===== config.mk =====
export PLATFORM = sky130hd
export DESIGN_NAME = twb_slave
export DESIGN_NICKNAME = d
export VERILOG_FILES = /design/src/rtl/twb_pkg.sv /design/src/rtl/twb_cond.sv /design/src/rtl/twb_fsm.sv /design/src/rtl/twb_slave.sv
export SDC_FILE = /design/constraint.sdc
export NUM_CORES = 1
export LEC_CHECK = 0
export BUFFER_PORTS_ARGS = -buffer_cell sky130_fd_sc_hd__buf_2
export CAP_MARGIN = 15
export CORE_UTILIZATION = 35
export CTS_CLUSTER_SIZE = 24
export DETAILED_ROUTE_END_ITERATION = 6
export GPL_TIMING_DRIVEN = 0
export PLACE_DENSITY = 0.59
export SETUP_SLACK_MARGIN = 0.4
export SKIP_LAST_GASP = 1
export SLEW_MARGIN = 0
export SYNTH_ARGS = -nofsm -noshare
export SYNTH_HDL_FRONTEND = slang
export SYNTH_HIERARCHICAL = 1
export SYNTH_SLANG_ARGS = --single-unit

===== constraint.sdc =====
create_clock -name clk -period 1.9 [get_ports clk]
set_input_delay 0.57 -clock clk [delete_from_list [all_inputs] [get_ports clk]]
set_output_delay 0.57 -clock clk [all_outputs]
set_load 0.005 [all_outputs]

===== src/rtl/twb_pkg.sv =====
`timescale 1ns/1ps
package twb_pkg;

    typedef enum logic [2:0] {
        ST_IDLE,
        ST_ADDR,
        ST_ACK_OUT,
        ST_RX,
        ST_TX,
        ST_ACK_IN,
        ST_TX_LOAD
    } twb_state_e;

endpackage


===== src/rtl/twb_cond.sv =====
`timescale 1ns/1ps
module twb_cond #(
    parameter int STAGES = 2
) (
    input  logic clk,
    input  logic rst_n,
    input  logic scl_in,
    input  logic sda_in,
    output logic scl_s,
    output logic sda_s,
    output logic scl_rise,
    output logic scl_fall,
    output logic start_det,
    output logic stop_det
);

    localparam int LINES = 2;

    logic [LINES-1:0] raw;
    logic [LINES-1:0] cur;
    logic [LINES-1:0] prv;

    assign raw = {sda_in, scl_in};

    for (genvar g = 0; g < LINES; g++) begin : g_line
        logic [STAGES-1:0] chain;
        always_ff @(posedge clk or negedge rst_n) begin
            if (!rst_n) chain <= '1;
            else        chain <= {chain[STAGES-2:0], raw[g]};
        end
        assign cur[g] = chain[STAGES-1];
    end

    always_ff @(posedge clk or negedge rst_n) begin
        if (!rst_n) prv <= '1;
        else        prv <= cur;
    end

    assign scl_s     = cur[0];
    assign sda_s     = cur[1];
    assign scl_rise  =  cur[0] & ~prv[0];
    assign scl_fall  = ~cur[0] &  prv[0];
    // conditions only while SCL is high on both samples
    assign start_det = cur[0] & prv[0] &  prv[1] & ~cur[1];
    assign stop_det  = cur[0] & prv[0] & ~prv[1] &  cur[1];

    assert_cond_excl_R10: assert property (@(posedge clk) disable iff (!rst_n)
        (start_det || stop_det) |-> (scl_s && !scl_rise))
        else $error("condition flagged outside SCL high");

endmodule


===== src/rtl/twb_fsm.sv =====
`timescale 1ns/1ps
module twb_fsm
    import twb_pkg::*;
#(
    parameter int ADDR_W = 7,
    parameter int DATA_W = 8
) (
    input  logic              clk,
    input  logic              rst_n,
    input  logic [ADDR_W-1:0] own_addr,
    input  logic              scl_s,
    input  logic              sda_s,
    input  logic              scl_rise,
    input  logic              scl_fall,
    input  logic              start_det,
    input  logic              stop_det,
    input  logic [DATA_W-1:0] tx_data,
    output logic              sda_oe,
    output logic [DATA_W-1:0] rx_data,
    output logic              rx_valid,
    output logic              tx_req
);

    localparam int CNT_W = $clog2(DATA_W + 1);
    localparam logic [CNT_W-1:0] LAST = CNT_W'(DATA_W - 1);
    localparam logic [CNT_W-1:0] FULL = CNT_W'(DATA_W);
    localparam logic [CNT_W-1:0] ONE  = CNT_W'(1);

    twb_state_e        state, state_n;
    logic [CNT_W-1:0]  cnt;
    logic [DATA_W-1:0] sh;
    logic              rw;
    logic              addr_hit;

    assign addr_hit = (sh[ADDR_W-1:0] == own_addr);

    // next-state logic
    always_comb begin
        state_n = state;
        if (start_det) begin
            state_n = ST_ADDR;
        end else if (stop_det) begin
            state_n = ST_IDLE;
        end else begin
            unique case (state)
                ST_IDLE: ;
                ST_ADDR: begin
                    if (scl_rise && cnt == LAST && !addr_hit) state_n = ST_IDLE;
                    else if (scl_fall && cnt == FULL)         state_n = ST_ACK_OUT;
                end
                ST_ACK_OUT: if (scl_fall) state_n = rw ? ST_TX : ST_RX;
                ST_RX:      if (scl_fall && cnt == FULL) state_n = ST_ACK_OUT;
                ST_TX:      if (scl_fall && cnt == FULL) state_n = ST_ACK_IN;
                ST_ACK_IN:  if (scl_rise) state_n = sda_s ? ST_IDLE : ST_TX_LOAD;
                ST_TX_LOAD: if (scl_fall) state_n = ST_TX;
                default:    state_n = ST_IDLE;
            endcase
        end
    end

    // state register
    always_ff @(posedge clk or negedge rst_n) begin
        if (!rst_n) state <= ST_IDLE;
        else        state <= state_n;
    end

    // outputs and datapath
    always_ff @(posedge clk or negedge rst_n) begin
        if (!rst_n) begin
            cnt      <= '0;
            sh       <= '0;
            rw       <= 1'b0;
            sda_oe   <= 1'b0;
            rx_data  <= '0;
            rx_valid <= 1'b0;
            tx_req   <= 1'b0;
        end else begin
            rx_valid <= 1'b0;
            tx_req   <= 1'b0;
            if (start_det || stop_det) begin
                cnt    <= '0;
                sda_oe <= 1'b0;
            end else begin
                unique case (state)
                    ST_IDLE: ;
                    ST_ADDR: begin
                        if (scl_rise && cnt != FULL) begin
                            sh  <= {sh[DATA_W-2:0], sda_s};
                            cnt <= cnt + ONE;
                            if (cnt == LAST) begin
                                rw <= sda_s;
                                if (addr_hit && sda_s) tx_req <= 1'b1;
                            end
                        end
                        if (scl_fall && cnt == FULL) sda_oe <= 1'b1;
                    end
                    ST_ACK_OUT: begin
                        if (scl_fall) begin
                            if (rw) begin
                                sh     <= tx_data;
                                sda_oe <= ~tx_data[DATA_W-1];
                                cnt    <= ONE;
                            end else begin
                                sda_oe <= 1'b0;
                                cnt    <= '0;
                            end
                        end
                    end
                    ST_RX: begin
                        if (scl_rise && cnt != FULL) begin
                            sh  <= {sh[DATA_W-2:0], sda_s};
                            cnt <= cnt + ONE;
                            if (cnt == LAST) begin
                                rx_data  <= {sh[DATA_W-2:0], sda_s};
                                rx_valid <= 1'b1;
                            end
                        end
                        if (scl_fall && cnt == FULL) sda_oe <= 1'b1;
                    end
                    ST_TX: begin
                        if (scl_fall) begin
                            if (cnt == FULL) begin
                                sda_oe <= 1'b0;
                            end else begin
                                sda_oe <= ~sh[DATA_W-2];
                                sh     <= sh << 1;
                                cnt    <= cnt + ONE;
                            end
                        end
                    end
                    ST_ACK_IN: begin
                        if (scl_rise && !sda_s) tx_req <= 1'b1;
                    end
                    ST_TX_LOAD: begin
                        if (scl_fall) begin
                            sh     <= tx_data;
                            sda_oe <= ~tx_data[DATA_W-1];
                            cnt    <= ONE;
                        end
                    end
                    default: ;
                endcase
            end
        end
    end

    assert_start_rearm_R7: assert property (@(posedge clk) disable iff (!rst_n)
        start_det |=> (state == ST_ADDR && cnt == '0 && !sda_oe))
        else $error("START did not return to address phase");

    assert_stop_release_R8: assert property (@(posedge clk) disable iff (!rst_n)
        stop_det |=> (state == ST_IDLE && !sda_oe))
        else $error("STOP did not release the bus");

    assert_sda_quiet_high_R9: assert property (@(posedge clk) disable iff (!rst_n)
        (scl_s && !start_det && !stop_det) |=> $stable(sda_oe))
        else $error("SDA drive changed while SCL high");

    assert_rx_single_R4: assert property (@(posedge clk) disable iff (!rst_n)
        rx_valid |=> !rx_valid)
        else $error("rx_valid longer than one cycle");

    assert_tx_single_R5: assert property (@(posedge clk) disable iff (!rst_n)
        tx_req |=> !tx_req)
        else $error("tx_req longer than one cycle");

    assert_nack_release_R6: assert property (@(posedge clk) disable iff (!rst_n)
        (state == ST_ACK_IN && scl_rise && sda_s && !start_det && !stop_det)
            |=> (state == ST_IDLE && !sda_oe && !tx_req))
        else $error("missing master acknowledge not honoured");

    assert_idle_quiet_R3: assert property (@(posedge clk) disable iff (!rst_n)
        (state == ST_IDLE) |-> (!sda_oe && !rx_valid))
        else $error("idle slave touching the bus");

endmodule


===== src/rtl/twb_slave.sv =====
`timescale 1ns/1ps
module twb_slave #(
    parameter int ADDR_W      = 7,
    parameter int DATA_W      = 8,
    parameter int SYNC_STAGES = 2
) (
    input  logic              clk,
    input  logic              rst_n,
    input  logic [ADDR_W-1:0] own_addr,
    input  logic              scl_in,
    input  logic              sda_in,
    output logic              sda_oe,
    output logic [DATA_W-1:0] rx_data,
    output logic              rx_valid,
    input  logic [DATA_W-1:0] tx_data,
    output logic              tx_req
);

    logic scl_s, sda_s, scl_rise, scl_fall, start_det, stop_det;

    twb_cond #(.STAGES(SYNC_STAGES)) u_cond (
        .clk       (clk),
        .rst_n     (rst_n),
        .scl_in    (scl_in),
        .sda_in    (sda_in),
        .scl_s     (scl_s),
        .sda_s     (sda_s),
        .scl_rise  (scl_rise),
        .scl_fall  (scl_fall),
        .start_det (start_det),
        .stop_det  (stop_det)
    );

    twb_fsm #(.ADDR_W(ADDR_W), .DATA_W(DATA_W)) u_fsm (
        .clk       (clk),
        .rst_n     (rst_n),
        .own_addr  (own_addr),
        .scl_s     (scl_s),
        .sda_s     (sda_s),
        .scl_rise  (scl_rise),
        .scl_fall  (scl_fall),
        .start_det (start_det),
        .stop_det  (stop_det),
        .tx_data   (tx_data),
        .sda_oe    (sda_oe),
        .rx_data   (rx_data),
        .rx_valid  (rx_valid),
        .tx_req    (tx_req)
    );

endmodule


---- Yosys cells after proc, flatten, opt, wreduce, memory -nomap -nowiden ----
Cells that the tools add are included.
word-level totals
  flip-flop bits (word level) ............. 32
  input port bits ......................... 19
  output and inout bits ................... 11
  logic and storage cells ................. 116
operators by class
  add/subtract/negate cells ............... 1
  equality and inequality tests ........... 27
  mux-type cells .......................... 44
  bitwise logic cells ..................... 14
  reductions and logical operators ........ 19
operators by type and width
  kind                   count
  $mux W7                6
  $mux W3                10
  $pmux W7 S4            1
  $mux W4                6
  $pmux W3 S7            1
  $ne A3 B1 Y1 const B   6
  $mux W1                17
  $ne A4 B1 Y1 const B   4
  $pmux W4 S4            1
  $ne A2 B1 Y1 const B   5
  $reduce_and A5 Y1      2
  $eq A3 B3 Y1 const B   3
  $reduce_and A4 Y1      2
  $reduce_and A8 Y1      1
  $and A1 B1 Y1          7
  $eq A7 B7 Y1           1
  $not A1 Y1             7
  $eq A3 B2 Y1 const B   2
  $logic_and A1 B1 Y1    6
  $reduce_and A6 Y1      1
  $reduce_bool A5 Y1     1
  $add A4 B1 Y4 const B  1
  $eq A4 B3 Y1 const B   1
  $eq A4 B4 Y1 const B   1
  11 further kinds       12

---- Depth between registers and ports, before layout ----
  word-level depth ........................ 8
  depth in mapped cells ................... 7
  gate-level depth less buffers ........... 6

---- Hierarchy ----
Netlist, hierarchy kept.
by module, submodules not included
  module    instances  cells each  area an instance (µm²)  sequential area each (µm²)
  twb_fsm   1          158         1645.3                  650.6
  twb_cond  1          10          190.2                   157.7

---- Worst setup path after synthesis ----
Ideal clock, no wire load.
  kind .................................... register -> register
  start point ............................. register u_cond.prv[0]
  end point ............................... register u_fsm.cnt[0]
  library setup time ...................... 73 ps
  arrival ................................. 1836 ps
  data required time ...................... 1827 ps
  path slack .............................. -9 ps
  cell stages (with the launch flop) ...... 8
  path buffers ............................ 2
  clock period less this slack ............ 1909 ps
  cell sequence ........................... dfstp_2 -> nor2b_1 -> buf_2 -> nand2b_4 -> or3_1 -> buf_2 -> a221o_1 -> a21oi_2
on the way
  elaborated cells between the ends (all ways) .. 18
  those cells by class .................... 5 x eq/ne; 1 x mux; 8 x bitwise; 4 x reduce/logical
RTL lines
  element                               line             RTL
  start: declaration                    twb_cond.sv:21   logic [LINES-1:0] prv;
  start signal: assignment              twb_cond.sv:36   else prv <= cur;
  $and A1 B1 Y1 *                       twb_cond.sv:42   assign scl_fall = ~cur[0] & prv[0];
  via scl_fall                          twb_slave.sv:19  logic scl_s, sda_s, scl_rise, scl_fall, start_det, stop_det;
  $ne A3 B1 Y1 (no source line)         -
  $reduce_and A6 Y1 (no source line) *  -
  end signal: assignment                twb_fsm.sv:89    cnt <= cnt + ONE;
  end signal: assignment                twb_fsm.sv:112   cnt <= cnt + ONE;
  end signal: assignment                twb_fsm.sv:127   cnt <= cnt + ONE;
  end: declaration                      twb_fsm.sv:30    logic [CNT_W-1:0] cnt;
The timed path passes the listed nets; every way through them passes the cells marked *.
A chain may end at the register's enable or synchronous reset.

---- Worst setup path in the final report ----
  start point ............................. register u_fsm.state[0]
  end point ............................... register u_fsm.sh[4]
on the way
  word-level cells in the longest chain between the ends .. 4
  elaborated cells between the ends (all ways) .. 15
  those cells by class .................... 11 x eq/ne; 1 x mux; 3 x reduce/logical
RTL lines
  element                                                                     line            RTL
  start: declaration                                                          twb_fsm.sv:29   twb_state_e state, state_n;
  start signal: assignment                                                    twb_fsm.sv:64   else state <= state_n;
  $eq A3 B1 Y1 / $eq A3 B2 Y1 (equally long branches)                         twb_fsm.sv:84   unique case (state)
  $reduce_or A2 Y1 (no source line)                                           -
  $ne A2 B1 Y1 (no source line) / $reduce_bool A4 Y1 (equally long branches)  -
  $reduce_and A8 Y1 (no source line)                                          -
  end signal: assignment                                                      twb_fsm.sv:88   sh <= {sh[DATA_W-2:0], sda_s};
  end signal: assignment                                                      twb_fsm.sv:100  sh <= tx_data;
  end signal: assignment                                                      twb_fsm.sv:111  sh <= {sh[DATA_W-2:0], sda_s};
  end: declaration                                                            twb_fsm.sv:31   logic [DATA_W-1:0] sh;
Parallel ways exist; a longest one is shown, timed or not.

==> impl_metrics.env <==
export IMPL_initial_core_util_pct=37.6
export IMPL_clkLatencyLatePin_ns=0.28
export IMPL_drc=0
export IMPL_drt_vias_per_instance=5.18
export IMPL_synth_async_sr_flop_share_pct=100
export IMPL_ys_types=52
export IMPL_finalSetupViolCount=0
export IMPL_cts_max_level=2
export IMPL_core_area_um2=4880
export IMPL_die_area_um2=5540
export IMPL_die_width_um=74.4
export IMPL_cts_buffers=5
export IMPL_synth_area_leaders="dfrtp_1, dfstp_2, mux2_1, mux2_2, xor2_1"
export IMPL_grt_ovfl_total=0
export IMPL_rows=25
export IMPL_dr_pass1_iters=4
export IMPL_synth_common_cells="dfrtp_1, mux2_1, mux2_2, nand3_1, xor2_1"
export IMPL_critPathMaxFanout=8
export IMPL_portBuffers=29
export IMPL_path_buf_inv=3
export IMPL_clockBufferDepth=2
export IMPL_cts_tree="yes"
export IMPL_fmax_mhz=551
export IMPL_rrSetupSlack_ns=0.09
export IMPL_n_antenna_cell=0
export IMPL_synth_top_cell_by_area="dfrtp_1"
export IMPL_startpoint="u_fsm/state[0]"
export IMPL_synth_edf_count=0
export IMPL_cp_arrival_ns=1.98
export IMPL_clock_skew_ns=0.00611
export IMPL_final_core_util_pct=52.8
export IMPL_die_h_um=74.4
export IMPL_syn_inst=168
export IMPL_grt_pass1_vias=1537
export IMPL_dp_slack_ns=-0.256
export IMPL_worstSetupEndpointType="register"
export IMPL_synth_yosys_seq_area_share_pct=44.0
export IMPL_finalCritPeriodShare_pct=95.5
export IMPL_root_buffer="clkbuf_8"
export IMPL_layout_setup_ws_ns=0.0864
export IMPL_hold_violations=0
export IMPL_grt_max_degree=33
export IMPL_ys_warnings_count=6
export IMPL_grt_pass1_wl_um=7520
export IMPL_drt_iter0_markers=77
export IMPL_layout_drive_gt1_share_pct=51.5
export IMPL_post_route_cell_area_um2=2580
export IMPL_hpwlAfterDp_um=2890
export IMPL_p_leak_nw=1.20
export IMPL_syn_nets=189
export IMPL_final_antenna_net_count=0
export IMPL_wire_per_inst_um=14.9
export IMPL_synth_avg_cell_area_um2=10.9
export IMPL_synth_seq_cells=32
export IMPL_area_growth_pct=40.4
export IMPL_path_delay_family="multiplexers"
export IMPL_slowest_delay_ns=0.37
export IMPL_cap_violations=0
export IMPL_power_w=0.00304
export IMPL_cts_sinks=32
export IMPL_drt_met1_wl_um=2160
export IMPL_netlist_area_um2=1840
export IMPL_dr_wl_met2_um=2140
export IMPL_status="finished, final reports clean"
export IMPL_worstHoldPathType="input pin to asynchronous set/reset pin"
export IMPL_period_minus_slack_ns=1.81
export IMPL_path_cells="buf_6 -> nor2b_1 -> buf_4 -> a21oi_4 -> buf_6 -> mux2_4 -> mux2_4"
export IMPL_tightest_slew_ns=0.685
export IMPL_ir_drop_v=0.000437
export IMPL_synthFlopType="dfrtp_1"
export IMPL_slew_limit_headroom_pct=54.3
export IMPL_routed_wl_um=4490
export IMPL_slew_violations=0
export IMPL_slowest_stage="dfrtp_1"
export IMPL_gp_congestion=0.837
export IMPL_io_pins=30
export IMPL_clk_pin_slew_ns=0.07
export IMPL_routed_wl_met3_um=154
export IMPL_final_nets=255
export IMPL_r2r_start="u_fsm/state[0]"
export IMPL_top_layer="met4"
export IMPL_post_synth_top_area_fraction_pct=35.4
export IMPL_grt_use_total_pct=18.3
export IMPL_crit_required_ns=2.07
export IMPL_start_kind="register"
export IMPL_power_density_nw_per_um2=1180
export IMPL_grt_setup_unrepaired="true"
export IMPL_antenna_found_initial=0
export IMPL_crit_type="register to register"
export IMPL_yosys_cell_count_top_type="dfrtp_1"
export IMPL_place_area_um2=2110
export IMPL_route_vias_total=1564
==> power by group <==
group | switching [W] | internal, W | leakage (nW)
clock | 0.000252 | 0.000294 | 0.0445
sequential | 0.000193 | 0.000848 | 0.398
combinational | 0.000674 | 0.000779 | 0.754
==> layer usage <==
metal  vias up  GRT usage [%]
met3         4           4.34
li1        756              -
met2        33           28.8
met1       771           24.9
met4         0           5.45
met5         -              0
==> cell usage in the layout, fill, tap and decap left out, types with 4 or more instances in the layout <==
cell	Yosys	routed
nand2_1	4	4
dfstp_2	6	6
buf_2	5	30
clkbuf_8	0	6
nor2b_1	6	4
buf_6	1	13
mux2_2	8	8
xor2_1	7	7
buf_4	2	25
inv_1	5	5
nand3_1	8	5
mux2_1	14	9
mux2_4	0	5
dfrtp_1	26	26
==> per-stage QoR <==
stage               hold WS, ns  cells  TNS, ns
finish                    0.326    302        0
global placement          0.345    264    -2.14
CTS                       0.362    289        0
floorplan                 0.274    168        0
global route              0.362    302        0
detailed placement        0.348    264    -2.10
==> registers in the layout, summed over array words and instances (netlist names), 2 cells and up <==
| register | count |
|---|---|
| u_cond/g_line.chain | 4 |
| u_fsm/state | 3 |
| u_fsm/rx_data | 8 |
| u_cond/prv | 2 |
| u_fsm/cnt | 4 |
| u_fsm/sh | 7 |
==> logic make-up (layout without fill, tap and decap cells) <==
kind of cell             Yosys count  after routing  synth area share [%]
AND/OR/NAND/NOR                   52             52                  18.2
AO/OA/AOI/OAI                     36             37                  14.9
flip-flops                        32             32                  44.0
multiplexers                      22             22                  13.5
buffers and inverters             17             83                  4.63
XOR/XNOR                           7              7                  3.34
adder cells (fa/ha/maj)            2              2                  1.36
==> what timing repair did <==
| item | CTS | global route |
|---|---|---|
| gates resized for setup | 20 | 21 |
| endpoints found under the hold margin | 0 | 0 |
| buffers inserted | 16 | 13 |
| pin swaps | 12 | 14 |
| gates cloned | 1 | 0 |
| setup endpoints to repair | 25 | 26 |
| hold buffers | 0 | 0 |
==> final cells by class <==
class                   count  area (µm²)
flip-flops and latches     32         808
inverters                   5        18.8
clock inverters             1        7.51
fillers                   457        2300
multi-input cells         120        1080
clock buffers               7        86.3
well taps                  67        83.8
plain buffers              12         109
repair buffers             58         385
==> worst paths after layout <==
check | endpoint | cells after the start
min reg2reg | u_cond/g_line[1].chain[1] | 0
max reg2reg | u_fsm/sh[4] | 7
min | u_fsm/rx_data[6] | 1
max in group asynchronous | u_fsm/cnt[2] | 1
max | u_fsm/sh[4] | 7
min in group clk | u_cond/g_line[1].chain[1] | 0
Note: power is estimated with default switching activity, not from simulation.
